File: src/rtl/ecs_pkg.sv
package ecs_pkg;

  typedef enum logic [1:0] {
    FR_IDLE  = 2'd0,
    FR_HUNT  = 2'd1,
    FR_CARRY = 2'd2
  } frame_e;

  // Length of the alternating run after one more accepted bit.
  function automatic int run_step(int run, logic prev, logic cur, int lim);
    int nxt;
    if (run == 0)          nxt = 1;
    else if (cur != prev)  nxt = run + 1;
    else                   nxt = 1;
    if (nxt > lim) nxt = lim;
    return nxt;
  endfunction

  // Quiet-strobe count after one more strobe taken with activity low.
  function automatic int quiet_step(int cnt, int lim);
    int nxt;
    nxt = cnt + 1;
    if (nxt > lim) nxt = lim;
    return nxt;
  endfunction

endpackage

File: src/rtl/ecs_src_sel.sv
module ecs_src_sel (
  input  logic dig_lpbk_i,
  input  logic mii_lpbk_i,
  input  logic tx_en_i,
  input  logic tx_ser_i,
  input  logic tx_ser_vld_i,
  input  logic rx_act_i,
  input  logic rx_bit_i,
  input  logic rx_bit_vld_i,
  output logic loop_on,
  output logic src_act,
  output logic src_bit,
  output logic src_vld
);
  // MII loopback wins over the digital loopback path.
  assign loop_on = dig_lpbk_i & ~mii_lpbk_i;

  always_comb begin
    if (loop_on) begin
      src_act = tx_en_i;
      src_bit = tx_ser_i;
      src_vld = tx_ser_vld_i;
    end else begin
      src_act = rx_act_i;
      src_bit = rx_bit_i;
      src_vld = rx_bit_vld_i;
    end
  end
endmodule

File: src/rtl/ecs_preamble.sv
module ecs_preamble #(
  parameter int PRE_BITS = 8,
  localparam int RW = $clog2(PRE_BITS + 1)
) (
  input  logic          clk,
  input  logic          rst_n,
  input  logic          src_act,
  input  logic          src_bit,
  input  logic          src_vld,
  output logic [RW-1:0] run_cnt,
  output logic          pre_hit
);
  import ecs_pkg::*;

  logic          prev_bit;
  logic [RW-1:0] run_nxt;

  assign run_nxt = RW'(run_step(int'(run_cnt), prev_bit, src_bit, PRE_BITS));
  assign pre_hit = src_vld & src_act & (int'(run_nxt) == PRE_BITS);

  always_ff @(posedge clk or negedge rst_n) begin
    if (!rst_n) begin
      run_cnt  <= '0;
      prev_bit <= 1'b0;
    end else if (!src_act) begin
      run_cnt  <= '0;
    end else if (src_vld) begin
      run_cnt  <= run_nxt;
      prev_bit <= src_bit;
    end
  end
endmodule

File: src/rtl/ecs_eof.sv
module ecs_eof #(
  parameter int EOF_BITS = 2,
  localparam int QW = $clog2(EOF_BITS + 1)
) (
  input  logic          clk,
  input  logic          rst_n,
  input  logic          src_act,
  input  logic          src_vld,
  output logic [QW-1:0] quiet_cnt,
  output logic          eof_hit
);
  import ecs_pkg::*;

  logic [QW-1:0] quiet_nxt;

  assign quiet_nxt = QW'(quiet_step(int'(quiet_cnt), EOF_BITS));
  assign eof_hit   = src_vld & ~src_act & (int'(quiet_nxt) == EOF_BITS);

  always_ff @(posedge clk or negedge rst_n) begin
    if (!rst_n)        quiet_cnt <= '0;
    else if (src_act)  quiet_cnt <= '0;
    else if (src_vld)  quiet_cnt <= quiet_nxt;
  end
endmodule

File: src/rtl/ecs_frame_fsm.sv
module ecs_frame_fsm (
  input  logic clk,
  input  logic rst_n,
  input  logic src_act,
  input  logic pre_hit,
  input  logic eof_hit,
  output logic rx_carry
);
  import ecs_pkg::*;

  frame_e st_q, st_d;

  always_comb begin
    st_d = st_q;
    unique case (st_q)
      FR_IDLE:  if (pre_hit) st_d = FR_CARRY;
                else if (src_act) st_d = FR_HUNT;
      FR_HUNT:  if (eof_hit) st_d = FR_IDLE;
                else if (pre_hit) st_d = FR_CARRY;
      FR_CARRY: if (eof_hit) st_d = FR_IDLE;
      default:  st_d = FR_IDLE;
    endcase
  end

  always_ff @(posedge clk or negedge rst_n) begin
    if (!rst_n) st_q <= FR_IDLE;
    else        st_q <= st_d;
  end

  assign rx_carry = (st_q == FR_CARRY);
endmodule

File: src/rtl/eth_crs_detect.sv
module eth_crs_detect #(
  parameter int PRE_BITS = 8,
  parameter int EOF_BITS = 2
) (
  input  logic clk,
  input  logic rst_n,
  input  logic full_duplex_i,
  input  logic dig_lpbk_i,
  input  logic mii_lpbk_i,
  input  logic tx_en_i,
  input  logic tx_ser_i,
  input  logic tx_ser_vld_i,
  input  logic rx_act_i,
  input  logic rx_bit_i,
  input  logic rx_bit_vld_i,
  output logic crs_o
);
  localparam int RW = $clog2(PRE_BITS + 1);
  localparam int QW = $clog2(EOF_BITS + 1);

  // Named internal events, observed by the bound checker.
  logic          loop_on;
  logic          src_act, src_bit, src_vld;
  logic [RW-1:0] run_cnt;
  logic [QW-1:0] quiet_cnt;
  logic          pre_hit, eof_hit;
  logic          rx_carry;
  logic          crs_d;

  ecs_src_sel u_sel (
    .dig_lpbk_i   (dig_lpbk_i),
    .mii_lpbk_i   (mii_lpbk_i),
    .tx_en_i      (tx_en_i),
    .tx_ser_i     (tx_ser_i),
    .tx_ser_vld_i (tx_ser_vld_i),
    .rx_act_i     (rx_act_i),
    .rx_bit_i     (rx_bit_i),
    .rx_bit_vld_i (rx_bit_vld_i),
    .loop_on      (loop_on),
    .src_act      (src_act),
    .src_bit      (src_bit),
    .src_vld      (src_vld)
  );

  ecs_preamble #(.PRE_BITS(PRE_BITS)) u_pre (
    .clk     (clk),
    .rst_n   (rst_n),
    .src_act (src_act),
    .src_bit (src_bit),
    .src_vld (src_vld),
    .run_cnt (run_cnt),
    .pre_hit (pre_hit)
  );

  ecs_eof #(.EOF_BITS(EOF_BITS)) u_eof (
    .clk       (clk),
    .rst_n     (rst_n),
    .src_act   (src_act),
    .src_vld   (src_vld),
    .quiet_cnt (quiet_cnt),
    .eof_hit   (eof_hit)
  );

  ecs_frame_fsm u_fsm (
    .clk      (clk),
    .rst_n    (rst_n),
    .src_act  (src_act),
    .pre_hit  (pre_hit),
    .eof_hit  (eof_hit),
    .rx_carry (rx_carry)
  );

  // Half duplex lets transmit hold carrier; full duplex listens to receive only.
  assign crs_d = (~full_duplex_i & tx_en_i) | rx_carry;

  always_ff @(posedge clk or negedge rst_n) begin
    if (!rst_n) crs_o <= 1'b0;
    else        crs_o <= crs_d;
  end
endmodule

File: config.mk
export PLATFORM = sky130hd
export DESIGN_NAME = eth_crs_detect
export DESIGN_NICKNAME = d
export VERILOG_FILES = /design/src/rtl/ecs_pkg.sv /design/src/rtl/ecs_src_sel.sv /design/src/rtl/ecs_preamble.sv /design/src/rtl/ecs_eof.sv /design/src/rtl/ecs_frame_fsm.sv /design/src/rtl/eth_crs_detect.sv
export SDC_FILE = /design/constraint.sdc
export NUM_CORES = 1
export LEC_CHECK = 0
export CORE_ASPECT_RATIO = 1.1
export CORE_UTILIZATION = 45
export DETAILED_ROUTE_END_ITERATION = 10
export MAX_ROUTING_LAYER = met4
export PLACE_DENSITY = 0.75
export REMOVE_ABC_BUFFERS = 1
export SYNTH_ARGS = -nofsm -noshare
export SYNTH_HDL_FRONTEND = slang
export SYNTH_SLANG_ARGS = --single-unit
File: constraint.sdc
create_clock -name clk -period 1.7 [get_ports clk]
set_clock_uncertainty 0.05 [all_clocks]
set_input_delay 0.34 -clock clk [delete_from_list [all_inputs] [get_ports clk]]
set_output_delay 0.34 -clock clk [all_outputs]
set_load 0.05 [all_outputs]
==> results of run 1 <==
metal layers:
layer	vias to the layer above	track usage	share of wire
li1	278	-	-
met1	271	0.2074	0.44
met3	2	0.04615	0.024
met4	0	0.1034	0.013
met5	-	-	0
met2	5	0.3387	0.53
through the flow:
step                      setup WS [ns]   TNS [ns]  hold slack [ns]  instance area [um^2]
after detailed placement        -0.2399     -1.538           0.4069                 859.6
after global routing            0.01102          0           0.3714                 907.1
final                           0.07272          0           0.3454                 907.1
after global placement          -0.1892     -1.164           0.4046                 859.6
after CTS                     -0.002484  -0.002484           0.3533                 882.1
after floorplan                  0.1961          0        -0.005591                 709.4
flip-flops by register name, indices dropped and copies added (netlist names):
register         cells
u_pre.run_cnt        4
u_fsm.st_q           2
u_eof.quiet_cnt      2
crs_o                1
u_pre.prev_bit       1
kinds of logic (layout without fill, tap and decap cells):
logic type,after synthesis,after routing
DFF,10,10
muxes,5,5
adders and majority gates,2,2
AOI/OAI and AO/OA,22,22
and+or+nand+nor,19,19
buffers and inverters,8,24
synthesized netlist by cell type (2+ instances only):
library cell	number
ha_1	2
nor2b_1	4
nand2b_1	6
nor2_1	3
a31oi_1	2
a22o_1	2
inv_1	7
a211oi_1	2
o21ai_0	2
dfrtp_1	10
a21oi_1	2
mux2i_2	2
layout make-up:
| class | count | area share |
|---|---|---|
| clock buffer | 3 | 0.02483 |
| inverter | 7 | 0.02897 |
| multi-input combinational | 48 | 0.5021 |
| sequential | 10 | 0.2786 |
| tap | 16 | 0.02207 |
| timing repair buffer | 14 | 0.1434 |
worst max path at each step:
stage | startpoint | end | slack [ns] | cells after the start
global placement | rx_bit_i | u_fsm.st_q[0] | -0.19 | 5
detailed placement | rx_bit_i | u_fsm.st_q[0] | -0.24 | 5
floorplan | u_pre.run_cnt[0] | u_pre.run_cnt[2] | 0.20 | 5
global route | mii_lpbk_i | u_pre.run_cnt[0] | 0.01 | 6
CTS | u_pre.run_cnt[0] | u_pre.run_cnt[2] | -0.002 | 5
finish | u_pre.run_cnt[0] | u_pre.run_cnt[2] | 0.07 | 5
report_power, final:
part / internal, uW / total, uW / switching, uW
clock network: 81.0 / 148 / 67.2
registers: 265 / 287 / 22.7
logic: 89.0 / 181 / 91.7
timing repair:
item / CTS / global route
setup endpoints to repair: 1 / 5
pin swaps: 0 / 0
gates resized for setup: 0 / 6
==> flow_metrics.env, run 1 <==
export IMPL_diodes=0
export IMPL_number_of_buffers_inserted_during_clock_tree_synthesis=3
export IMPL_cts_tree="done"
export IMPL_distinct_cell_type_count_after_synthesis=34
export IMPL_regToRegStartpoint="u_pre.run_cnt[0]"
export IMPL_tightestPinTransition_ns=0.4432
export IMPL_final_period_utilization=0.9572
export IMPL_synth_adder_area_share=0.03472
export IMPL_slew_hr=0.7036
export IMPL_placementRows=14
export IMPL_detail_route_antenna_nets=0
export IMPL_mean_area_per_synthesized_cell_um2=10.92
export IMPL_path_delay_family="simple AND/OR/NAND/NOR gates"
export IMPL_first_pass_iters=4
export IMPL_grt_first_pass_wirelength_mm=2.249
export IMPL_stdcell_count=98
export IMPL_die_width_um=40.16
export IMPL_ios=12
export IMPL_route_detailed_drc=0
export IMPL_netlist_area_um2=720.7
export IMPL_power_leakage_uw=0.0003817
export IMPL_core_area_mm2=0.001436
export IMPL_register_area_um2=252.7
export IMPL_cellPowerDensity_mw_per_mm2=679.3
export IMPL_yosys_area_share_simple=0.1840
export IMPL_synth_largest_area_cell="dfrtp_1"
export IMPL_clk_insertion_delay_late_ns=0.25
export IMPL_timing_final_max_slew_violations=0
export IMPL_worstPathCellList="inv_1 -> ha_1 -> or4b_1 -> a211oi_2 -> a211o_1"
export IMPL_finalPower_uw=616.2
export IMPL_top_post_synthesis_cells_by_area="dfrtp_1, nand2b_1, a2111oi_4, mux2i_2, inv_1"
export IMPL_setup_repair_after_global_routing_missed_its_margin="false"
export IMPL_report_final_hold_viol_count=0
export IMPL_clock_input_transition_at_the_sequential_cells_of_the_worst_setup_and_hold_paths_ns=0.06
export IMPL_ys_warn_count=0
export IMPL_peakVddDrop_v=0.0005036
export IMPL_grt_max_degree=11
export IMPL_clkSinkCount=10
export IMPL_yosys_mux_area_fraction=0.08333
export IMPL_cts_repair_timing_setup_buffer_count=0
export IMPL_max_freq_mhz=614.5
export IMPL_critPathBufInv=1
export IMPL_nFillCells=132
export IMPL_commonest_non_fill_non_tap_cell_in_the_layout="clkdlybuf4s50_1"
export IMPL_synth_xor_xnor_area_share=0
export IMPL_critical_path_max_stage_delay_ns=0.50
export IMPL_synth_flop_cell="dfrtp_1"
export IMPL_relative_area_change_from_synthesis_to_final_layout_pct=25.87
export IMPL_portBuffers=11
export IMPL_first_global_vias=553
export IMPL_number_of_enable_flip_flop_cells_after_synthesis=0
export IMPL_dp_hpwl_mm=1.139
export IMPL_outcome="finished clean"
export IMPL_num_vias=556
export IMPL_global_route_overflow_total=0
export IMPL_floorplan_initialDensity=0.5017
export IMPL_grt_use_total=0.2013
export IMPL_synth_async_reset_ratio=1.000
export IMPL_synth_top_cell_area_share=0.3472
export IMPL_worstPathArrival_ns=1.77
export IMPL_gp_routability_congestion=0.7400
export IMPL_synth_seq_area_share=0.3472
export IMPL_drive_above_1_share=0.2927
export IMPL_crit_reg2reg_capture="u_pre.run_cnt[2]"
export IMPL_clock_tree_buffer_depth=2
export IMPL_r2r_worst_path_depth=5
export IMPL_setup_reg_to_reg_worst_slack_ns=0.07
export IMPL_critical_path_required_ns=1.85
export IMPL_cp_end_kind="flop"
export IMPL_finalWirelength_mm=1.348
export IMPL_die_area_mm2=0.001766
export IMPL_multiInputGateArea_um2=455.4
export IMPL_ys_seq_elements=10
export IMPL_max_cap_viol_count=0
export IMPL_min_path_type="in -> async"
export IMPL_critical_path_slowest_cell="or4b_1"
export IMPL_cp_max_fo=5
export IMPL_avgViaCountPerCell=5.673
export IMPL_launching_element_type_of_the_critical_path="flop"
export IMPL_cts_htree_levels=1
export IMPL_final_net_count=97
export IMPL_worst_setup_path_class="reg -> reg"
export IMPL_initial_antenna_violation_count=0
export IMPL_timing_final_setup_violations=0
export IMPL_detail_route_iter0_violations=3
export IMPL_finalCriticalPeriod_ns=1.627
export IMPL_root_buffer="clkbuf_4"
export IMPL_holdBufCountCts=0
export IMPL_largest_family_of_logic_cells_by_synthesized_area="compound AO/OA/AOI/OAI gates"
export IMPL_final_core_utilization=0.6315
export IMPL_commonest_cells_after_routing_fill_and_taps_aside="clkdlybuf4s50_1, dfrtp_1, inv_1"
export IMPL_dpl_cell_count=95
export IMPL_synth_compound_area_frac=0.2986
export IMPL_post_drt_wl_per_cell_um=13.76
export IMPL_chipHeight_um=43.97
export IMPL_synthesis_instances=66
No activity file was read; power rests on OpenSTA's default activity.
==> run 2: changes to the inputs <==
--- a/config.mk
+++ b/config.mk
@@ -5,6 +5,7 @@
 export SDC_FILE = /design/constraint.sdc
 export NUM_CORES = 1
 export LEC_CHECK = 0
+export CAP_MARGIN = 20
 export CORE_ASPECT_RATIO = 1.1
 export CORE_UTILIZATION = 45
 export DETAILED_ROUTE_END_ITERATION = 10
==> results of run 2 <==
The final DEF is identical to that of run 1; final timing and power are the same.
==> run 3: changes to the inputs <==
--- a/config.mk
+++ b/config.mk
@@ -10,7 +10,7 @@
 export CORE_UTILIZATION = 45
 export DETAILED_ROUTE_END_ITERATION = 10
 export MAX_ROUTING_LAYER = met4
-export PLACE_DENSITY = 0.75
+export PLACE_DENSITY = 0.78
 export REMOVE_ABC_BUFFERS = 1
 export SYNTH_ARGS = -nofsm -noshare
 export SYNTH_HDL_FRONTEND = slang
==> run 3 against run 2 <==
Combinational power barely moved. Flip-flop and latch count did not move. Count of clock-buffer cells in the layout rose by 1. Critical endpoint unchanged. Largest power group unchanged.
==> flow_metrics.env, run 3 (same netlist as run 1, synthesis figures left out) <==
export IMPL_outcome="finished clean"
export IMPL_clock_input_transition_at_the_sequential_cells_of_the_worst_setup_and_hold_paths_ns=0.07
export IMPL_first_global_vias=573
export IMPL_detailed_place_area_um2=859.6
export IMPL_max_freq_mhz=613.7
export IMPL_global_route_overflow_total=0
export IMPL_relative_area_change_from_synthesis_to_final_layout_pct=27.78
export IMPL_register_area_um2=252.7
export IMPL_timing_final_max_slew_violations=0
export IMPL_worst_setup_path_class="reg -> reg"
export IMPL_max_cap_viol_count=0
export IMPL_finalWirelength_mm=1.367
export IMPL_multiInputGateArea_um2=455.4
export IMPL_placementRows=14
export IMPL_post_cts_resize_count=0
export IMPL_post_route_cell_area_um2=920.9
export IMPL_cp_max_fo=5
export IMPL_ios=12
export IMPL_detail_route_iter0_violations=6
export IMPL_avgViaCountPerCell=5.616
export IMPL_portBuffers=11
export IMPL_final_period_utilization=0.9585
export IMPL_report_final_hold_viol_count=0
export IMPL_route_detailed_drc=0
export IMPL_finalPower_uw=687.8
export IMPL_die_area_mm2=0.001766
export IMPL_setup_repair_after_global_routing_missed_its_margin="false"
export IMPL_min_path_type="in -> async"
export IMPL_final_hold_worst_slack_ns=0.3275
export IMPL_cellPowerDensity_mw_per_mm2=746.9
export IMPL_clock_tree_buffer_depth=2
export IMPL_chipHeight_um=43.97
export IMPL_launching_element_type_of_the_critical_path="flop"
export IMPL_diodes=0
export IMPL_timing_final_setup_violations=0
export IMPL_number_of_buffers_inserted_during_clock_tree_synthesis=3
export IMPL_power_leakage_uw=0.0003889
export IMPL_clkSinkCount=10
export IMPL_tightestPinTransition_ns=0.4467
export IMPL_grt_use_total=0.2086
export IMPL_dp_hpwl_mm=1.048
export IMPL_largestRegisters="u_pre.run_cnt x4, u_eof.quiet_cnt x2, u_fsm.st_q x2"
export IMPL_finalCriticalPeriod_ns=1.629
export IMPL_nFillCells=126
export IMPL_worstPathArrival_ns=1.79
export IMPL_commonest_cells_after_routing_fill_and_taps_aside="clkdlybuf4s50_1, dfrtp_1, inv_1"
export IMPL_slew_hr=0.7013
export IMPL_peakVddDrop_v=0.0005174
export IMPL_top_reg_by_flops="u_pre.run_cnt"
export IMPL_num_vias=556
export IMPL_drive_above_1_share=0.3012
export IMPL_critical_path_required_ns=1.86
export IMPL_root_buffer="clkbuf_4"
export IMPL_grt_first_pass_wirelength_mm=2.366
export IMPL_max_ffs_per_register=4
export IMPL_cts_tree="done"
export IMPL_cp_end_kind="flop"
export IMPL_initial_antenna_violation_count=0
export IMPL_commonest_non_fill_non_tap_cell_in_the_layout="clkdlybuf4s50_1"
export IMPL_core_area_mm2=0.001436
export IMPL_final_net_count=97
export IMPL_cts_repair_timing_setup_buffer_count=0
export IMPL_first_pass_iters=4
export IMPL_floorplan_initialDensity=0.5017
export IMPL_clk_insertion_delay_late_ns=0.27
export IMPL_die_width_um=40.16
export IMPL_holdBufCountCts=0
export IMPL_gp_routability_congestion=0.7470
export IMPL_post_drt_wl_per_cell_um=13.81
export IMPL_grt_max_degree=11
export IMPL_detail_route_antenna_nets=0
export IMPL_cts_htree_levels=1
run 3: area by class of cell:
cell class	instances	area share
repair buffers	14	0.1413
inverters	7	0.02853
flip-flops and latches	10	0.2745
multi-input cells	48	0.4946
clock buffers	4	0.03940
well taps	16	0.02174
run 3: path summary, 6_finish.rpt:
path | start | to | slack, ns | depth (start not counted)
setup / recovery | u_pre.run_cnt[0] | u_pre.run_cnt[2] | 0.07 | 5
hold / removal | rst_n | u_fsm.st_q[1] | 0.33 | 1
setup reg to reg | u_pre.run_cnt[0] | u_pre.run_cnt[2] | 0.07 | 5
hold reg to reg | u_fsm.st_q[1] | u_fsm.st_q[0] | 0.41 | 1
max in group asynchronous | rst_n | u_pre.run_cnt[0] | 0.94 | 1
min in group clk | u_fsm.st_q[1] | u_fsm.st_q[0] | 0.41 | 1
run 3: through the flow:
step | TNS (ns) | setup slack [ns] | utilization | cells
2_1_floorplan | 0 | 0.1961 | - | 65
3_3_place_gp | -1.107 | -0.1695 | 0.5984 | 95
3_5_place_dp | -1.480 | -0.2136 | 0.5984 | 95
4_1_cts | 0 | 0.007868 | 0.6237 | 99
5_1_grt | 0 | 0.01136 | 0.6411 | 99
6_report | 0 | 0.07063 | 0.6411 | 99
run 3: metal layers:
metal | vias to the layer above | share of wire | global-route usage
met5 | - | 0 | -
met4 | 0 | 0.026 | 0.1241
met3 | 5 | 0.018 | 0.01538
met2 | 7 | 0.50 | 0.3419
met1 | 265 | 0.45 | 0.2375
li1 | 279 | - | -
run 3: worst max-delay path: stages (launching register included):
cell	delay (ns)
dfrtp_2	0.42
inv_1	0.09
ha_1	0.23
or4b_1	0.49
a211oi_2	0.17
a211o_1	0.12
run 3: power breakdown:
part / total [uW] / internal [uW] / switching, uW
registers: 288 / 264 / 23.7
clock network: 220 / 130 / 89.7
logic: 180 / 89.3 / 91.0
